==> src/rtl/cbl_pkg.sv <==
package cbl_pkg;
   typedef enum logic [1:0] {
      ST_LATCH = 2'd0,
      ST_COPY  = 2'd1,
      ST_IDLE  = 2'd2
   } ld_state_e;
endpackage

==> src/rtl/cbl_mode_latch.sv <==
module cbl_mode_latch #(
   parameter int SEL_W = 2
) (
   input  logic             clk,
   input  logic             rst_n,
   input  logic             capture_i,
   input  logic             strap_i,
   input  logic [SEL_W-1:0] sel_i,
   input  logic [SEL_W-1:0] dflt_i,
   output logic             host_mode_o,
   output logic [SEL_W-1:0] pick_bank_o
);
   logic latched_q;
   logic host_q;

   // live bank choice, consumed by the sequencer only in its capture state
   assign pick_bank_o = strap_i ? sel_i : dflt_i;
   assign host_mode_o = host_q;

   always_ff @(posedge clk or negedge rst_n) begin
      if (!rst_n) begin
         latched_q <= 1'b0;
         host_q    <= 1'b0;
      end else if (capture_i && !latched_q) begin
         latched_q <= 1'b1;
         host_q    <= !strap_i;
      end
   end

   // once captured, the mode never moves again
   a_r1_mode_held: assert property (@(posedge clk) disable iff (!rst_n)
      latched_q |=> ($stable(host_q) && latched_q));
endmodule

==> src/rtl/cbl_copy_seq.sv <==
module cbl_copy_seq
   import cbl_pkg::*;
#(
   parameter int ADDR_W = 4,
   parameter int SEL_W  = 2
) (
   input  logic              clk,
   input  logic              rst_n,
   input  logic              host_mode_i,
   input  logic [SEL_W-1:0]  pick_bank_i,
   input  logic              reload_i,
   input  logic [SEL_W-1:0]  reload_bank_i,
   output logic              capture_o,
   output logic              busy_o,
   output logic              done_o,
   output logic              copy_we_o,
   output logic [ADDR_W-1:0] addr_o,
   output logic [SEL_W-1:0]  bank_o
);
   localparam logic [ADDR_W-1:0] LAST_ADDR = {ADDR_W{1'b1}};

   ld_state_e         state_q;
   logic [ADDR_W-1:0] addr_q;
   logic [SEL_W-1:0]  bank_q;
   logic              done_q;

   always_ff @(posedge clk or negedge rst_n) begin
      if (!rst_n) begin
         state_q <= ST_LATCH;
         addr_q  <= '0;
         bank_q  <= '0;
         done_q  <= 1'b0;
      end else begin
         done_q <= 1'b0;
         unique case (state_q)
            ST_LATCH: begin
               bank_q  <= pick_bank_i;
               addr_q  <= '0;
               state_q <= ST_COPY;
            end
            ST_COPY: begin
               addr_q <= addr_q + 1'b1;
               if (addr_q == LAST_ADDR) begin
                  state_q <= ST_IDLE;
                  done_q  <= 1'b1;
               end
            end
            ST_IDLE: begin
               if (reload_i && host_mode_i) begin
                  bank_q  <= reload_bank_i;
                  addr_q  <= '0;
                  state_q <= ST_COPY;
               end
            end
            default: state_q <= ST_IDLE;
         endcase
      end
   end

   assign capture_o = (state_q == ST_LATCH);
   assign busy_o    = (state_q != ST_IDLE);
   assign copy_we_o = (state_q == ST_COPY);
   assign done_o    = done_q;
   assign addr_o    = addr_q;
   assign bank_o    = bank_q;

   // addresses advance by one per clock during a copy
   a_r4_addr_step: assert property (@(posedge clk) disable iff (!rst_n)
      (state_q == ST_COPY && addr_q != LAST_ADDR) |=>
      (addr_q == $past(addr_q) + 1'b1));
   // done is a single-cycle pulse that follows a copy
   a_r5_done_single: assert property (@(posedge clk) disable iff (!rst_n)
      done_o |=> !done_o);
   a_r5_done_after_copy: assert property (@(posedge clk) disable iff (!rst_n)
      $rose(done_o) |-> $past(state_q == ST_COPY));
   // hardware-select mode never leaves idle
   a_r10_hw_reload_ignored: assert property (@(posedge clk) disable iff (!rst_n)
      (state_q == ST_IDLE && !host_mode_i) |=> (state_q == ST_IDLE));
   // a running copy keeps its bank to the end
   a_r11_bank_kept: assert property (@(posedge clk) disable iff (!rst_n)
      (state_q == ST_COPY && addr_q != LAST_ADDR) |=>
      ($stable(bank_q) && state_q == ST_COPY));
endmodule

==> src/rtl/cbl_regfile.sv <==
module cbl_regfile #(
   parameter int DATA_W = 8,
   parameter int ADDR_W = 4,
   parameter int NREGS  = 16
) (
   input  logic                    clk,
   input  logic                    rst_n,
   input  logic                    copy_we_i,
   input  logic [ADDR_W-1:0]       copy_addr_i,
   input  logic [DATA_W-1:0]       copy_data_i,
   input  logic                    host_mode_i,
   input  logic                    busy_i,
   input  logic                    host_we_i,
   input  logic [ADDR_W-1:0]       host_addr_i,
   input  logic [DATA_W-1:0]       host_wdata_i,
   output logic [DATA_W-1:0]       host_rdata_o,
   output logic [NREGS*DATA_W-1:0] cfg_o
);
   logic host_ok;
   assign host_ok = host_we_i && host_mode_i && !busy_i;

   for (genvar k = 0; k < NREGS; k++) begin : g_reg
      logic [DATA_W-1:0] q;
      always_ff @(posedge clk or negedge rst_n) begin
         if (!rst_n)
            q <= '0;
         else if (copy_we_i && copy_addr_i == ADDR_W'(k))
            q <= copy_data_i;
         else if (host_ok && host_addr_i == ADDR_W'(k))
            q <= host_wdata_i;
      end
      assign cfg_o[k*DATA_W +: DATA_W] = q;
   end

   always_comb begin
      host_rdata_o = '0;
      if (host_mode_i) begin
         for (int k = 0; k < NREGS; k++)
            if (host_addr_i == ADDR_W'(k))
               host_rdata_o = cfg_o[k*DATA_W +: DATA_W];
      end
   end

   // while busy and not copying, nothing may change the file
   a_r7_busy_blocks_host: assert property (@(posedge clk) disable iff (!rst_n)
      (busy_i && !copy_we_i) |=> $stable(cfg_o));
   // in hardware-select mode only the copy engine writes
   a_r8_hw_no_host_write: assert property (@(posedge clk) disable iff (!rst_n)
      (!host_mode_i && !copy_we_i) |=> $stable(cfg_o));
   // reads in hardware-select mode are zero
   a_r8_hw_read_zero: assert property (@(posedge clk) disable iff (!rst_n)
      !host_mode_i |-> (host_rdata_o == '0));
endmodule

==> src/rtl/cfg_bank_loader.sv <==
module cfg_bank_loader #(
   parameter int DATA_W = 8,
   parameter int ADDR_W = 4,
   parameter int SEL_W  = 2
) (
   input  logic                                clk,
   input  logic                                rst_n,
   input  logic                                strap_i,
   input  logic [SEL_W-1:0]                    sel_i,
   input  logic [SEL_W-1:0]                    dflt_bank_i,
   output logic [SEL_W-1:0]                    nvm_bank_o,
   output logic [ADDR_W-1:0]                   nvm_addr_o,
   input  logic [DATA_W-1:0]                   nvm_data_i,
   input  logic                                host_we_i,
   input  logic [ADDR_W-1:0]                   host_addr_i,
   input  logic [DATA_W-1:0]                   host_wdata_i,
   output logic [DATA_W-1:0]                   host_rdata_o,
   input  logic                                reload_i,
   input  logic [SEL_W-1:0]                    reload_bank_i,
   output logic                                host_mode_o,
   output logic                                busy_o,
   output logic                                done_o,
   output logic [(DATA_W<<ADDR_W)-1:0]         cfg_o
);
   localparam int NREGS     = 1 << ADDR_W;
   localparam int NUM_BANKS = 1 << SEL_W;

   if (DATA_W < 1) begin : g_bad_data_w
      $error("DATA_W must be at least 1");
   end
   if (ADDR_W < 1 || ADDR_W > 8) begin : g_bad_addr_w
      $error("ADDR_W must lie in 1..8");
   end
   if (NUM_BANKS < 2) begin : g_bad_sel_w
      $error("SEL_W must give at least two banks");
   end

   logic             capture;
   logic             copy_we;
   logic [SEL_W-1:0] pick_bank;

   cbl_mode_latch #(.SEL_W(SEL_W)) i_mode (
      .clk         (clk),
      .rst_n       (rst_n),
      .capture_i   (capture),
      .strap_i     (strap_i),
      .sel_i       (sel_i),
      .dflt_i      (dflt_bank_i),
      .host_mode_o (host_mode_o),
      .pick_bank_o (pick_bank)
   );

   cbl_copy_seq #(.ADDR_W(ADDR_W), .SEL_W(SEL_W)) i_seq (
      .clk           (clk),
      .rst_n         (rst_n),
      .host_mode_i   (host_mode_o),
      .pick_bank_i   (pick_bank),
      .reload_i      (reload_i),
      .reload_bank_i (reload_bank_i),
      .capture_o     (capture),
      .busy_o        (busy_o),
      .done_o        (done_o),
      .copy_we_o     (copy_we),
      .addr_o        (nvm_addr_o),
      .bank_o        (nvm_bank_o)
   );

   cbl_regfile #(.DATA_W(DATA_W), .ADDR_W(ADDR_W), .NREGS(NREGS)) i_rf (
      .clk          (clk),
      .rst_n        (rst_n),
      .copy_we_i    (copy_we),
      .copy_addr_i  (nvm_addr_o),
      .copy_data_i  (nvm_data_i),
      .host_mode_i  (host_mode_o),
      .busy_i       (busy_o),
      .host_we_i    (host_we_i),
      .host_addr_i  (host_addr_i),
      .host_wdata_i (host_wdata_i),
      .host_rdata_o (host_rdata_o),
      .cfg_o        (cfg_o)
   );

   // a host-mode reload while idle makes busy rise at the next edge
   a_r9_reload_starts: assert property (@(posedge clk) disable iff (!rst_n)
      (!busy_o && reload_i && host_mode_o) |=> busy_o);
endmodule

==> config.mk <==
export PLATFORM = sky130hd
export DESIGN_NAME = cfg_bank_loader
export DESIGN_NICKNAME = d
export VERILOG_FILES = /design/src/rtl/cbl_pkg.sv /design/src/rtl/cbl_mode_latch.sv /design/src/rtl/cbl_copy_seq.sv /design/src/rtl/cbl_regfile.sv /design/src/rtl/cfg_bank_loader.sv
export SDC_FILE = /design/constraint.sdc
export NUM_CORES = 1
export LEC_CHECK = 0
export BUFFER_PORTS_ARGS = -buffer_cell sky130_fd_sc_hd__buf_2
export CELL_PAD_IN_SITES_DETAIL_PLACEMENT = 1
export CELL_PAD_IN_SITES_GLOBAL_PLACEMENT = 2
export CORE_UTILIZATION = 37
export DETAILED_ROUTE_END_ITERATION = 6
export GPL_ROUTABILITY_DRIVEN = 0
export PLACE_DENSITY_LB_ADDON = 0.1
export SLEW_MARGIN = 20
export SYNTH_ARGS = -nofsm -noshare
export SYNTH_HDL_FRONTEND = slang
export SYNTH_HIERARCHICAL = 1
export SYNTH_SLANG_ARGS = --single-unit
==> constraint.sdc <==
create_clock -name clk -period 5.9 [get_ports clk]
set_input_delay 1.18 -clock clk [delete_from_list [all_inputs] [get_ports clk]]
set_output_delay 1.18 -clock clk [all_outputs]
set_load 0.05 [all_outputs]
# Yosys cells after proc, flatten, opt, wreduce, memory -nomap -nowiden
# Index checks and enable logic that the tools add are counted.
# op_classes
add_sub_neg	1
eq_ne	35
muxes	59
n_reduce_logical	63
# op_table
operator	n
2-to-1 mux 8 bit	49
== test 4 bit (second input constant)	16
logical AND 1 bit	36
nonzero test 2 bit	17
== test 4 x 3 -> 1 bit (second input constant)	8
== test 4 x 2 -> 1 bit (second input constant)	4
one-hot mux 4 bit (3 select lines)	1
== test 4 x 1 -> 1 bit (second input constant)	2
logical NOT 4 bit	2
2-to-1 mux 2 bit	4
one-hot mux 2 bit (3 select lines)	1
AND reduction 2 bit	3
adder 4 x 1 -> 4 bit (second input constant)	1
2-to-1 mux 4 bit	1
inequality test 2 bit (second input constant)	2
one-hot mux 2 bit (2 select lines)	1
logical NOT 1 bit	3
nonzero test 3 bit	1
== test 2 x 1 -> 1 bit (second input constant)	1
== test 2 bit (second input constant)	1
logical NOT 2 bit	1
2-to-1 mux 1 bit	2
inequality test 2 x 1 -> 1 bit (second input constant)	1
# word_totals
reg_bits	139
output_inout_bits	145
elab_cells	180

# Depth between registers and ports, before layout
# depth
depth_word	18
ltp_mapped	9
depth_no_buf	6

# By module
# Netlist, hierarchy kept.
# modules_own_cells
module	n_inst	cells_per_inst	area_per_inst_um2
cbl_regfile	1	828	7775.0
cbl_copy_seq	1	35	460.4
cbl_mode_latch	1	8	106.4

# Worst setup path before layout
# Ideal clock, no wire load.
# synth_path
path_type	input to output
startpoint	input port host_addr_i[0]
endpoint	output port host_rdata_o[5]
t_arrival_ps	3212
required_ps	4720
slack_ps	1508
path_stages	7
path_cell_list	buf_4 > buf_6 > buf_6 > mux2i_1 > o22ai_1 > a31oi_1 > a221oi_1
# synth_between
elab_chain_cells	18
elab_cells_between_ends	33
# synth_rtl
item	line	source
start: declaration	cfg_bank_loader.sv:15	input logic [ADDR_W-1:0] host_addr_i,
logical NOT 4 bit	cbl_regfile.sv:39	if (host_addr_i == ADDR_W'(k))
2-to-1 mux 8 bit (15 in a row)	cbl_regfile.sv:39	
2-to-1 mux 8 bit *	cbl_regfile.sv:39	
2-to-1 mux 8 bit *	cbl_regfile.sv:37	if (host_mode_i) begin
end: declaration	cfg_bank_loader.sv:17	output logic [DATA_W-1:0] host_rdata_o,
# Mark *: on every way between the ends. The rest lies on a longest branch, timed or not.

# Final worst setup path
# layout_path
startpoint	input port host_addr_i[0]
endpoint	output port host_rdata_o[2]
# Same word-level chain as after synthesis.

==> impl_metrics.json <==
{
  "finalSetupViolCount": 0,
  "drtIter0Drc": 510,
  "outcome": "finished, violations left",
  "mostFrequentLayoutCell": "buf_2",
  "finalHoldViolCount": 0,
  "min_period_over_period_pct": 81.0,
  "drive_gt1_share_pct": 25.7,
  "grt_overflow": 0,
  "slowest_delay_ns": 0.77,
  "cts_tree": "yes",
  "regToRegSetupSlack_ns": 3.26,
  "fin_area_sq_um": 9840,
  "routedWlPerCell_um": 26.3,
  "switchingPower_uw": 3150,
  "cp_common_cell": "buf_2",
  "ys_async_sr_fraction_pct": 100,
  "seq_area_frac_synth_pct": 41.7,
  "reg2reg_to": "i_rf/g_reg[12].q[7]",
  "root_buffer": "clkbuf_16",
  "cts_buffer_depth": 2,
  "die_x_um": 152,
  "clkPwrFrac_pct": 19.4,
  "cts_setup_buffers": 0,
  "io_buffers": 175,
  "netlist_area_sq_um": 8340,
  "worstReg2RegStart": "i_seq/state_q[1]",
  "slew_headroom_pct": 28.6,
  "pwr-share-seq_pct": 32.4,
  "layout.nets": 1030,
  "synth_xor_area_share_pct": 0.315,
  "dp_hpwl_um": 23700,
  "initial_utilization_pct": 38.0,
  "clk_pin_slew_ns": 0.06,
  "swShare_pct": 53.6,
  "avgSynthCellArea_sq_um": 9.58,
  "worstSetupEndpointType": "primary output",
  "firstDrtPassIters": 7,
  "synthSimpleGateAreaFrac_pct": 16.5,
  "n_antenna_cell": 0,
  "skew_ns": 0.00578,
  "rows": 54,
  "synth_mux_area_share_pct": 19.8,
  "clock-sinks": 139,
  "tns_ns": 0,
  "p_per_area_nw_per_um2": 597,
  "comb_power_share_pct": 48.2,
  "synth_edf_count": 0,
  "finalMaxSlewViolations": 0,
  "synthCells": 871,
  "clk_latency_ns": 0.43,
  "core_sq_um": 22000,
  "die_h_um": 152,
  "reg2reg_depth": 4,
  "cts.repair.resized": 0,
  "leakagePower_uw": 0.00438,
  "yosysWarnings": 6,
  "die-area_sq_um": 23100,
  "max_freq_ghz": 0.209,
  "arrival_ns": 3.60,
  "wl_um": 33900,
  "viasPerCell": 5.74,
  "critPathMaxFanout": 48,
  "vias": 7411,
  "synth.distinct_cells": 69,
  "drcViolationCount": 12,
  "hp-start": "i_mode/latched_q",
  "placed_area_sq_um": 9230,
  "cp-startpoint": "host_addr_i[0]",
  "rsz0062_at_grt": "false",
  "numCtsBuffers": 17,
  "synth_top_cell_area_share_pct": 41.7,
  "synth_top_family_by_area": "multiplexers",
  "crit_slowest_cell": "buf_2",
  "yosys_most_used_dff": "dfrtp_1",
  "period_needed_ns": 4.78,
  "antenna_left": 0,
  "violations": "design-rule violations",
  "tightestPinTransition_ns": 1.07,
  "postCtsHoldBufs": 0,
  "grt_use_total_pct": 29.8,
  "syn_nets": 903,
  "hold_path.class": "register to register",
  "grt_pass1_wl_um": 50800,
  "synth.largest_area_cell": "dfrtp_1",
  "start_kind": "input pin",
  "internal_power_uw": 2720,
  "synth_compound_area_share_pct": 16.7,
  "irDropWorstVdd_mv": 0.316,
  "worstPathRequired_ns": 4.72,
  "crit_chain": "buf_2 -> buf_4 -> mux2i_1 -> o22ai_1 -> a211o_1 -> nand2_1 -> a221oi_1 -> buf_2",
  "syn_to_final_growth_pct": 18.0,
  "synth_area_leaders": "dfrtp_1 (42%), mux2i_1 (18%), a21oi_1 (6.1%)",
  "layout_common_cells": "buf_2 (174), mux2i_1 (149), dfrtp_1 (139), a21oi_1 (101), nor2_1 (90)",
  "path_class": "input pin to primary output",
  "htree_num_levels": 4,
  "cap_violations": 0,
  "grt_pass1_vias": 7346,
  "critPathCapture": "host_rdata_o[2]",
  "synthAdderAreaFrac_pct": 0.150,
  "synth_seq_cells": 139,
  "ios": 176,
  "antenna_found_initial": 0,
  "grt_max_degree": 95
}
==> flip-flops by register name, summed over array words and instances, names as in the netlist <==
name and cells:
i_mode/host_mode_o 1, i_mode/latched_q 1, i_rf/g.q 128, i_seq/addr_o 4, i_seq/bank_o 2, i_seq/done_o 1
i_seq/state_q 2
==> area by class of cell <==
| type | count | area [sq um] |
|---|---|---|
| fill | 2552 | 12100 |
| tap | 280 | 350 |
| sequential | 139 | 3480 |
| clock inverter | 12 | 164 |
| timing repair buffer | 179 | 912 |
| clock buffer | 20 | 447 |
| inverter | 5 | 18.8 |
| multi-input combinational | 656 | 4470 |
==> metal layers <==
| layer | vias to the layer above | part of all wire [%] | wire, um | GRT usage, % |
|---|---|---|---|---|
| met5 | - | 0 | 0 | 0 |
| met4 | 0 | 1.4 | 473 | 7.19 |
| met3 | 30 | 3.9 | 1320 | 3.95 |
| met2 | 211 | 46 | 15600 | 46.6 |
| met1 | 3806 | 49 | 16500 | 43.6 |
| li1 | 3364 | - | - | - |
==> stage by stage <==
step	setup WS [ns]	cells	hold WS [ns]	total power (uW)	util, %
5_1_grt	0.979	1291	0.513	6110	44.8
2_1_floorplan	1.51	871	0.438	3850	-
3_3_place_gp	1.19	1259	0.447	4700	42.0
3_5_place_dp	1.13	1259	0.472	4740	42.0
4_1_cts	1.15	1291	0.492	5890	44.8
6_report	1.12	1291	0.489	5870	44.8
==> cell families after synthesis <==
group | after synthesis
AND/OR/NAND/NOR | 253
AO/OA/AOI/OAI | 238
multiplexers | 161
flip-flops | 139
buffers and inverters | 76
XOR/XNOR | 3
adder cells (fa/ha/maj) | 1
==> worst min-delay path by stage <==
stage | cells past startpoint | endpoint
after floorplan | 1 | i_mode/latched_q
after global placement | 1 | i_mode/latched_q
after detailed placement | 1 | i_mode/latched_q
after CTS | 1 | i_mode/latched_q
after global routing | 1 | i_mode/latched_q
final | 1 | i_mode/latched_q
==> cell usage after synthesis, types with 3 or more instances <==
library cell / n
a211oi_1: 4
a21o_1: 4
a21oi_1: 101
a221oi_1: 3
a222oi_1: 3
a22o_1: 7
a31oi_1: 4
and2b_1: 3
and3_1: 3
buf_1: 8
buf_2: 12
buf_4: 17
buf_6: 5
clkbuf_1: 29
dfrtp_1: 139
inv_1: 5
mux2_2: 6
mux2_4: 4
mux2i_1: 149
nand2_1: 74
nand2_2: 6
nand2b_1: 8
nand3_1: 5
nand3_2: 3
nand3b_1: 5
nand4b_1: 3
nor2_1: 90
nor2_2: 3
nor2_4: 6
nor2_8: 4
nor2b_1: 11
nor3_1: 3
nor3b_1: 5
o21ai_0: 72
o21ai_1: 6
o221ai_1: 6
o22ai_1: 9
xnor2_1: 3
==> critical path, delay by kind of cell <==
kind                   cells  cell delay (ns)
AND/OR/NAND/NOR            1             0.09
buffers and inverters      3             1.48
AO/OA/AOI/OAI              3             0.70
multiplexers               1             0.12
==> power by group through the flow <==
| stage | combinational, uW | clock [uW] | sequential [uW] |
|---|---|---|---|
| 4_1_cts | 2840 | 1150 | 1890 |
| 5_1_grt | 2980 | 1190 | 1940 |
| 3_5_place_dp | 2840 | 0 | 1900 |
| 3_3_place_gp | 2790 | 0 | 1910 |
| 2_1_floorplan | 910 | 0 | 2940 |
| 6_report | 2830 | 1140 | 1900 |
Power figures use the tool's default switching activity.
